==> config.mk <==
export PLATFORM = sky130hd
export DESIGN_NAME = keyevt_fifo
export DESIGN_NICKNAME = d
export VERILOG_FILES = /design/src/rtl/keyevt_pkg.sv /design/src/rtl/keyevt_store.sv /design/src/rtl/keyevt_ctrl.sv /design/src/rtl/keyevt_fifo.sv
export SDC_FILE = /design/constraint.sdc
export NUM_CORES = 1
export LEC_CHECK = 0
export ABC_AREA = 1
export BUFFER_PORTS_ARGS = -buffer_cell sky130_fd_sc_hd__buf_2
export CORE_ASPECT_RATIO = 0.6
export CORE_MARGIN = 2
export CORE_UTILIZATION = 32
export DETAILED_ROUTE_END_ITERATION = 12
export GPL_ROUTABILITY_DRIVEN = 0
export SETUP_SLACK_MARGIN = 0.15
export SYNTH_ARGS = -nofsm -noshare
export SYNTH_HDL_FRONTEND = slang
export SYNTH_SLANG_ARGS = --single-unit
==> constraint.sdc <==
create_clock -name clk -period 4.55 [get_ports clk]
set_input_delay 0.455 -clock clk [delete_from_list [all_inputs] [get_ports clk]]
set_output_delay 0.455 -clock clk [all_outputs]
set_load 0.01 [all_outputs]
==> src/rtl/keyevt_pkg.sv <==
package keyevt_pkg;
  localparam int CODE_W  = 7;
  localparam int ENTRY_W = CODE_W + 1;

  typedef logic [ENTRY_W-1:0] entry_t;

  function automatic entry_t pack_event(logic [CODE_W-1:0] code, logic press);
    return {press, code};
  endfunction
endpackage

==> src/rtl/keyevt_store.sv <==
module keyevt_store #(
  parameter int DEPTH_LOG2 = 4,
  parameter int ENTRY_W    = 8
) (
  input  logic                  clk,
  input  logic                  rst_n,
  input  logic                  we,
  input  logic [DEPTH_LOG2-1:0] waddr,
  input  logic [ENTRY_W-1:0]    wdata,
  input  logic [DEPTH_LOG2-1:0] raddr_a,
  output logic [ENTRY_W-1:0]    rdata_a,
  input  logic [DEPTH_LOG2-1:0] raddr_b,
  output logic [ENTRY_W-1:0]    rdata_b
);
  localparam int DEPTH = 1 << DEPTH_LOG2;

  logic [ENTRY_W-1:0] slots [DEPTH];
  logic [DEPTH-1:0]   wsel;

  for (genvar g = 0; g < DEPTH; g++) begin : g_dec
    assign wsel[g] = we && (waddr == DEPTH_LOG2'(g));
  end

  always_ff @(posedge clk) begin
    for (int k = 0; k < DEPTH; k++) begin
      if (!rst_n)       slots[k] <= '0;
      else if (wsel[k]) slots[k] <= wdata;
    end
  end

  assign rdata_a = slots[raddr_a];
  assign rdata_b = slots[raddr_b];
endmodule

==> src/rtl/keyevt_ctrl.sv <==
module keyevt_ctrl #(
  parameter int DEPTH_LOG2 = 4,
  parameter int IDX_W      = 8,
  localparam int LEN_W     = DEPTH_LOG2 + 1
) (
  input  logic                  clk,
  input  logic                  rst_n,
  input  logic                  evt_valid,
  input  logic                  ovf_pending,
  input  logic                  flush,
  input  logic                  pop_req,
  input  logic [IDX_W-1:0]      peek_idx,
  output logic                  push_ok,
  output logic                  ovf_hit,
  output logic                  pop_ok,
  output logic                  peek_hit,
  output logic [DEPTH_LOG2-1:0] wr_slot,
  output logic [DEPTH_LOG2-1:0] pop_slot,
  output logic [DEPTH_LOG2-1:0] peek_slot,
  output logic [DEPTH_LOG2-1:0] head_q,
  output logic [LEN_W-1:0]      count_q
);
  localparam int DEPTH = 1 << DEPTH_LOG2;

  function automatic logic [DEPTH_LOG2-1:0] ring_add(
    logic [DEPTH_LOG2-1:0] base, logic [DEPTH_LOG2-1:0] off);
    return base + off;
  endfunction

  function automatic logic below_count(logic [IDX_W-1:0] idx, logic [LEN_W-1:0] cnt);
    return ({{(IDX_W > LEN_W ? 1 : LEN_W - IDX_W + 1){1'b0}}, idx} <
            {{(IDX_W > LEN_W ? IDX_W - LEN_W + 1 : 1){1'b0}}, cnt});
  endfunction

  logic [DEPTH_LOG2-1:0] head_a;
  logic [LEN_W-1:0]      count_a;
  logic                  push_try;
  logic                  full_a;

  // Read is applied before the push of the same cycle
  assign pop_ok   = pop_req && !flush && (count_q > LEN_W'(1));
  assign head_a   = pop_ok ? ring_add(head_q, DEPTH_LOG2'(1)) : head_q;
  assign count_a  = pop_ok ? count_q - LEN_W'(1) : count_q;
  assign pop_slot = ring_add(head_q, DEPTH_LOG2'(1));

  assign push_try = evt_valid && !flush && !ovf_pending;
  assign full_a   = (count_a == LEN_W'(DEPTH));
  assign push_ok  = push_try && !full_a;
  assign ovf_hit  = push_try && full_a;
  assign wr_slot  = ring_add(head_a, count_a[DEPTH_LOG2-1:0]);

  assign peek_hit  = below_count(peek_idx, count_q);
  assign peek_slot = ring_add(head_q, peek_idx[DEPTH_LOG2-1:0]);

  always_ff @(posedge clk) begin
    if (!rst_n || flush) begin
      head_q  <= '0;
      count_q <= '0;
    end else begin
      head_q  <= head_a;
      count_q <= count_a + LEN_W'(push_ok);
    end
  end
endmodule

==> src/rtl/keyevt_fifo.sv <==
module keyevt_fifo #(
  parameter int DEPTH_LOG2 = 4,
  parameter int IDX_W      = 8
) (
  input  logic                        clk,
  input  logic                        rst_n,
  input  logic                        evt_valid,
  input  logic [keyevt_pkg::CODE_W-1:0]  evt_code,
  input  logic                        evt_press,
  input  logic                        ovf_pending,
  input  logic                        flush,
  input  logic                        pop_req,
  output logic [keyevt_pkg::ENTRY_W-1:0] pop_data,
  input  logic [IDX_W-1:0]            peek_idx,
  output logic [keyevt_pkg::ENTRY_W-1:0] peek_data,
  output logic                        kbd_irq_set,
  output logic                        ovf_err
);
  import keyevt_pkg::*;
  localparam int LEN_W = DEPTH_LOG2 + 1;

  logic                  push_ok, ovf_hit, pop_ok, peek_hit;
  logic [DEPTH_LOG2-1:0] wr_slot, pop_slot, peek_slot, head_q;
  logic [LEN_W-1:0]      count_q;
  entry_t                pop_raw, peek_raw;

  keyevt_ctrl #(.DEPTH_LOG2(DEPTH_LOG2), .IDX_W(IDX_W)) u_ctrl (
    .clk(clk), .rst_n(rst_n), .evt_valid(evt_valid), .ovf_pending(ovf_pending),
    .flush(flush), .pop_req(pop_req), .peek_idx(peek_idx),
    .push_ok(push_ok), .ovf_hit(ovf_hit), .pop_ok(pop_ok), .peek_hit(peek_hit),
    .wr_slot(wr_slot), .pop_slot(pop_slot), .peek_slot(peek_slot),
    .head_q(head_q), .count_q(count_q)
  );

  keyevt_store #(.DEPTH_LOG2(DEPTH_LOG2), .ENTRY_W(ENTRY_W)) u_store (
    .clk(clk), .rst_n(rst_n), .we(push_ok), .waddr(wr_slot),
    .wdata(pack_event(evt_code, evt_press)),
    .raddr_a(pop_slot), .rdata_a(pop_raw),
    .raddr_b(peek_slot), .rdata_b(peek_raw)
  );

  assign pop_data    = pop_ok   ? pop_raw  : '0;
  assign peek_data   = peek_hit ? peek_raw : '0;
  assign kbd_irq_set = push_ok;
  assign ovf_err     = ovf_hit;
endmodule

== After elaboration in Yosys (flattened, before gate mapping) ==
Memory sizes are Yosys's and may differ from the RTL's.
Index checks and enable logic that the tools add are counted.

* Register bits: 9
* Latch bits: 0
* Memory bits (writable): 128
* ROM bits: 0
* Input bits: 22
* Output and inout port bits: 18
* Logic and storage cells: 139
* Memories: 1

{| class="wikitable"
|+ Memory list
! memory !! words !! bits a word !! read ports !! clocked after Yosys merged registers in !! write ports !! RTL line !! text
|-
| u_store.slots || 16 || 8 || 2 || 0 || 16 || keyevt_store.sv:17 || <nowiki>logic [ENTRY_W-1:0] slots [DEPTH];</nowiki>
|}

* Add/subtract/negate cells: 5
* Multipliers: 0
* Divide/modulo/power cells: 0
* Magnitude comparators: 2
* Eq/ne operators: 16
* Shifts and indexed selects: 0
* Multiplexer cells: 69
* Bitwise gates (word level): 16
* Reductions and logical operators: 28

{| class="wikitable"
|+ Operators by type and width
! kind !! count
|-
| 2-to-1 mux 8 bit || 18
|-
| 2-to-1 mux 1 bit || 49
|-
| equality test 4 bit, second input constant || 8
|-
| logical AND 1 bit || 22
|-
| equality test 4 x 3 -> 1 bit, second input constant || 4
|-
| bitwise OR 1 bit || 16
|-
| adder 4 bit || 2
|-
| equality test 4 x 2 -> 1 bit, second input constant || 2
|-
| less-than comparator 8 x 5 -> 1 bit || 1
|-
| adder 5 x 1 -> 5 bit || 1
|-
| equality test 5 bit, second input constant || 1
|-
| greater-than comparator 5 x 1 -> 1 bit, second input constant || 1
|-
| 2-to-1 mux 5 bit || 1
|-
| subtractor 5 x 1 -> 5 bit, second input constant || 1
|-
| adder 4 x 1 -> 4 bit, second input constant || 1
|-
| equality test 4 x 1 -> 1 bit, second input constant || 1
|-
| logical NOT 1 bit || 4
|-
| logical NOT 4 bit || 1
|-
| 2-to-1 mux 4 bit || 1
|-
| logical OR 1 bit || 1
|}

== Logic depth before layout (Yosys ltp) ==
* Depth after elaboration: 12
* Depth in mapped cells: 17
* Gate-level depth less buffers: 17

== Cells and area by module ==
Synthesis repeated with hierarchy kept, for this count alone.

* Cell total of the unflattened synthesis: 1199
* Area total of the unflattened synthesis: 8732.1 µm²

{| class="wikitable"
|+ Modules (own cells, without submodules)
! module !! instances !! cells each !! area an instance (µm²) !! seq. area each (µm²)
|-
| keyevt_store || 1 || 1015 || 7548.5 || 3843.7
|-
| keyevt_ctrl || 1 || 150 || 1053.5 || 180.2
|-
| keyevt_fifo || 1 || 34 || 130.1 || 0.0
|}

== Worst setup path after synthesis ==
Ideal clock, no wire load.

* Kind: register to register
* Start: reg u_ctrl.count_q[1]
* End: mem u_store.slots[0][0], enable pin
* Setup time: 384 ps
* Arrival: 2844 ps
* Required time: 4166 ps
* Path slack: 1322 ps
* Cell stages (with the launch flop): 17
* Buffers on the path: 1
* Clock period less this slack: 3228 ps
* Cell sequence: dfxtp_1 -> inv_1 -> ha_1 -> nand3_1 -> nand3_2 -> buf_6 -> nand2_1 -> nand2_1 -> nand2_1 -> nand2_1 -> inv_1 -> ha_1 -> inv_1 -> nand3_1 -> nor2_1 -> inv_1 -> o21ai_0

{| class="wikitable"
|+ RTL lines
! item !! RTL line !! text
|-
| start: declaration || keyevt_ctrl.sv:21 || <nowiki>output logic [LEN_W-1:0] count_q</nowiki>
|-
| start signal: assignment || keyevt_ctrl.sv:61 || <nowiki>count_q <= count_a + LEN_W'(push_ok);</nowiki>
|-
| end: declaration || keyevt_store.sv:17 ||
|}

== Final worst setup path ==
* Start: reg u_ctrl.head_q[1]
* End: out pop_data[2] in the netlist's numbering

* Cells in the longest elaborated chain, start to end: 3

{| class="wikitable"
|+ RTL lines
! item !! RTL line !! text
|-
| start: declaration || keyevt_ctrl.sv:20 || <nowiki>output logic [DEPTH_LOG2-1:0] head_q,</nowiki>
|-
| start signal: assignment || keyevt_ctrl.sv:57 || <nowiki>head_q <= '0;</nowiki>
|-
| start signal: assignment || keyevt_ctrl.sv:60 || <nowiki>head_q <= head_a;</nowiki>
|-
| adder 4 x 1 -> 4 bit || keyevt_ctrl.sv:27 || <nowiki>return base + off;</nowiki>
|-
| memory (16 x 8 bit) || - ||
|-
| 2-to-1 mux 8 bit || keyevt_fifo.sv:42 || <nowiki>assign pop_data = pop_ok ? pop_raw : '0;</nowiki>
|-
| end: declaration || keyevt_fifo.sv:13 || <nowiki>output logic [keyevt_pkg::ENTRY_W-1:0] pop_data,</nowiki>
|}

No other way between the ends.

==> impl_metrics.py <==
metrics = {
    "run": {
        "maxCapViolCount": 0,
    },
    "floorplanning": {
        "coreArea_mm2": 0.0253,
        "dieArea_mm2": 0.0271,
        "io_pins": 40,
        "die_x_um": 211,
        "die_y_um": 128,
        "start_util": 0.326,
        "rows": 45,
    },
    "worst_setup_path": {
        "startpoint": "u_ctrl.head_q[1]",
        "timing.critical_path.buf_inv": 3,
        "rrSetupSlack_ns": 0.64,
        "path_cells": "ha_1 -> inv_1 -> buf_4 -> o21ai_0 -> a21oi_1 -> nor3_1 -> a311oi_1 -> nor3_1 -> buf_2",
        "crit_type": "reg2out",
        "crit_family": "simple AND/OR/NAND/NOR gates",
        "crit_top_cell": "nor3_1",
        "worst-r2r-cell-count": 13,
        "r2r_end": "u_store.slots[7][1]",
        "endpoint": "pop_data[2]",
        "endpoint_kind": "output pin",
        "cpMaxStageDelayCell": "ha_1",
        "cp-start-kind": "flop",
        "reg2reg_from": "u_ctrl.count_q[1]",
        "cp.arrival_ns": 3.62,
        "max_stage_delay_ns": 0.76,
        "worstPathRequired_ns": 4.09,
        "cp_num_cells": 9,
        "cp_max_fo": 49,
    },
    "global_routing": {
        "grt.busiest_layer": "met1",
        "grt_pass1_vias": 6759,
        "gr-total-overflow": 0,
        "antenna_found_initial": 0,
        "grt_util_met2": 0.264,
        "met3_usage": 0.0943,
        "grt_first_pass_wirelength_mm": 42.3,
        "met1_usage": 0.331,
        "grt_usage": 0.216,
        "grt_max_degree": 96,
    },
    "yosys": {
        "yosysMostFrequentCell": "nor2_1",
        "synth_area_leader_cell": "edfxtp_1",
        "yosysUniqueCellTypes": 36,
        "yosysWarnings": 0,
        "synth_top_area_frac": 0.467,
        "synth-edff-count": 128,
        "async_reset_ff_frac": 0,
        "synthesis.area_mm2": 0.00824,
        "synth_area_leaders": "edfxtp_1 (47%), nor2_1 (7.6%), nand2_1 (7.1%), a21oi_1 (5.5%), o21ai_0 (5.5%)",
        "avgSynthCellArea_um2": 8.35,
        "seq_area_frac_synth": 0.488,
        "ys_ff_latch": 137,
        "synthTopCellsByCount": "nor2_1 (167), nand2_1 (156), edfxtp_1 (128)",
        "synth_cells": 987,
        "synth_nets": 1023,
        "ys.flop_type": "edfxtp_1",
    },
    "timing": {
        "finalHoldViolations": 0,
        "setup_tns_ns": 0,
        "maxSlewHeadroom": 0.319,
        "worst_pin_slew_ns": 1.02,
        "slew_viol_final": 0,
        "grt_setup_unrepaired": "false",
        "finalCritPeriodShare": 0.896,
        "layout_min_cycle_time_ns": 4.08,
        "worst_slack_ns": 0.471,
        "fmax_mhz": 245,
        "setup_violations": 0,
        "fin_worst_skew_ns": 0.0113,
    },
    "power_and_ir_drop": {
        "swShare": 0.260,
        "combinationalPowerShare": 0.098,
        "total_leakage_power_nw": 3.79,
        "power_density_mw_per_mm2": 331,
        "p_int_w": 0.00230,
        "power.share.clock": 0.434,
        "pwr-share-seq": 0.467,
        "irDropWorstVdd_mv": 0.209,
        "p_sw_w": 0.000806,
    },
    "final_layout": {
        "drive_above_1_share": 0.127,
        "antenna_cells": 0,
        "n_fill_cell": 2547,
        "seqCellArea_mm2": 0.00403,
        "finalNetCount": 1045,
        "area_delta_synth_final_pct": 13.8,
        "final_core_util": 0.371,
        "final_cells": 1351,
        "multi_input_area_mm2": 0.00366,
    },
    "cts": {
        "post_cts_buffers": 0,
        "cts_hold_buf": 0,
        "cts_buffers": 17,
        "htreeDepth": 4,
        "cts_resized": 0,
        "cts_root_buf": "clkbuf_16",
        "clock_sinks": 137,
        "clkTransAtPathRegs_ns": 0.06,
        "clockBufferDepth": 2,
        "cts_tree": "done",
        "clkLatencyLatePin_ns": 0.44,
    },
    "detailed_routing": {
        "detailroute.via_count": 7561,
        "wl_per_cell_um": 21.1,
        "viasPerCell": 5.60,
        "routed_wl_mm": 28.6,
        "drc": 0,
        "ant_nets": 0,
        "firstDrtPassIters": 6,
        "drt_iter0_drc": 1273,
    },
    "placed_design": {
        "hpwl_mm": 20.2,
        "portBuffers": 39,
        "dp_cells": 1319,
        "post-place-ws_ns": 0.743,
    },
    "min_path": {
        "hp-class": "in2reg",
    },
    "run_status": {
        "run_status": "completed",
    },
}
## cell usage in the layout (no fill, tap or decap), drive strengths merged, types with 18 or more instances in the layout
| cell type | instances |
|---|---|
| a21oi | 91 |
| edfxtp | 128 |
| nand2 | 163 |
| nand3 | 76 |
| nand4 | 18 |
| inv | 87 |
| o21ai | 97 |
| nor2 | 171 |
| buf | 64 |
| o211ai | 22 |
| clkbuf | 18 |
## logic make-up after synthesis
logic type | share of synthesized area
AOI/OAI and AO/OA | 0.155
adders and majority gates | 0.0222
and+or+nand+nor | 0.248
DFF | 0.488
buffers and inverters | 0.0690
xor gates and xnor gates | 0.0173
## power groups by stage
| stage | sequential (W) | clock, W | combinational [W] |
|---|---|---|---|
| after floorplan | 0.00146 | 0 | 0.000185 |
| after global placement | 0.00147 | 0 | 0.000293 |
| after detailed placement | 0.00147 | 0 | 0.000296 |
| after CTS | 0.00145 | 0.00136 | 0.000297 |
| after global routing | 0.00145 | 0.00140 | 0.000331 |
| final | 0.00145 | 0.00135 | 0.000305 |
## tightest hold or removal path, stage by stage
cell and delay (ns):
buf_2 0.13, nor2_1 0.10, nand2_1 0.07, nor2_1 0.03
## stage by stage
step / hold slack, ns / cell area [um^2] / total power (W)
3_3_place_gp: 0.690 / 8810 / 0.00177
4_1_cts: 0.397 / 9380 / 0.00310
2_1_floorplan: 0.592 / 8240 / 0.00164
5_1_grt: 0.446 / 9380 / 0.00319
3_5_place_dp: 0.702 / 8810 / 0.00177
6_report: 0.400 / 9380 / 0.00310
## per-layer routing
layer	share of wire	vias to the layer above
li1	-	3443
met1	0.46	3604
met2	0.36	472
met3	0.16	40
met4	0.017	2
met5	0.0021	-
## flip-flops by register name (all words and copies together), names as in the netlist
signal,cells
u_store.slots,128
u_ctrl.head_q,4
u_ctrl.count_q,5
## worst min path at each step
stage | startpoint | end | slack, ns | cells after the start
finish | flush | u_ctrl.count_q[2] | 0.40 | 4
global route | flush | u_ctrl.count_q[2] | 0.45 | 4
CTS | flush | u_ctrl.count_q[2] | 0.40 | 4
detailed placement | u_ctrl.head_q[2] | u_ctrl.head_q[2] | 0.70 | 4
global placement | u_ctrl.head_q[2] | u_ctrl.head_q[2] | 0.69 | 4
floorplan | u_ctrl.head_q[2] | u_ctrl.head_q[2] | 0.59 | 4
## final cells by class
class | count | area share
multi-input cells | 702 | 0.390
inverters | 87 | 0.0348
repair buffers | 64 | 0.0422
flip-flops and latches | 137 | 0.429
clock buffers | 18 | 0.0458
clock inverters | 14 | 0.0140
well taps | 329 | 0.0439
Note: power is estimated with default switching activity, not from simulation.
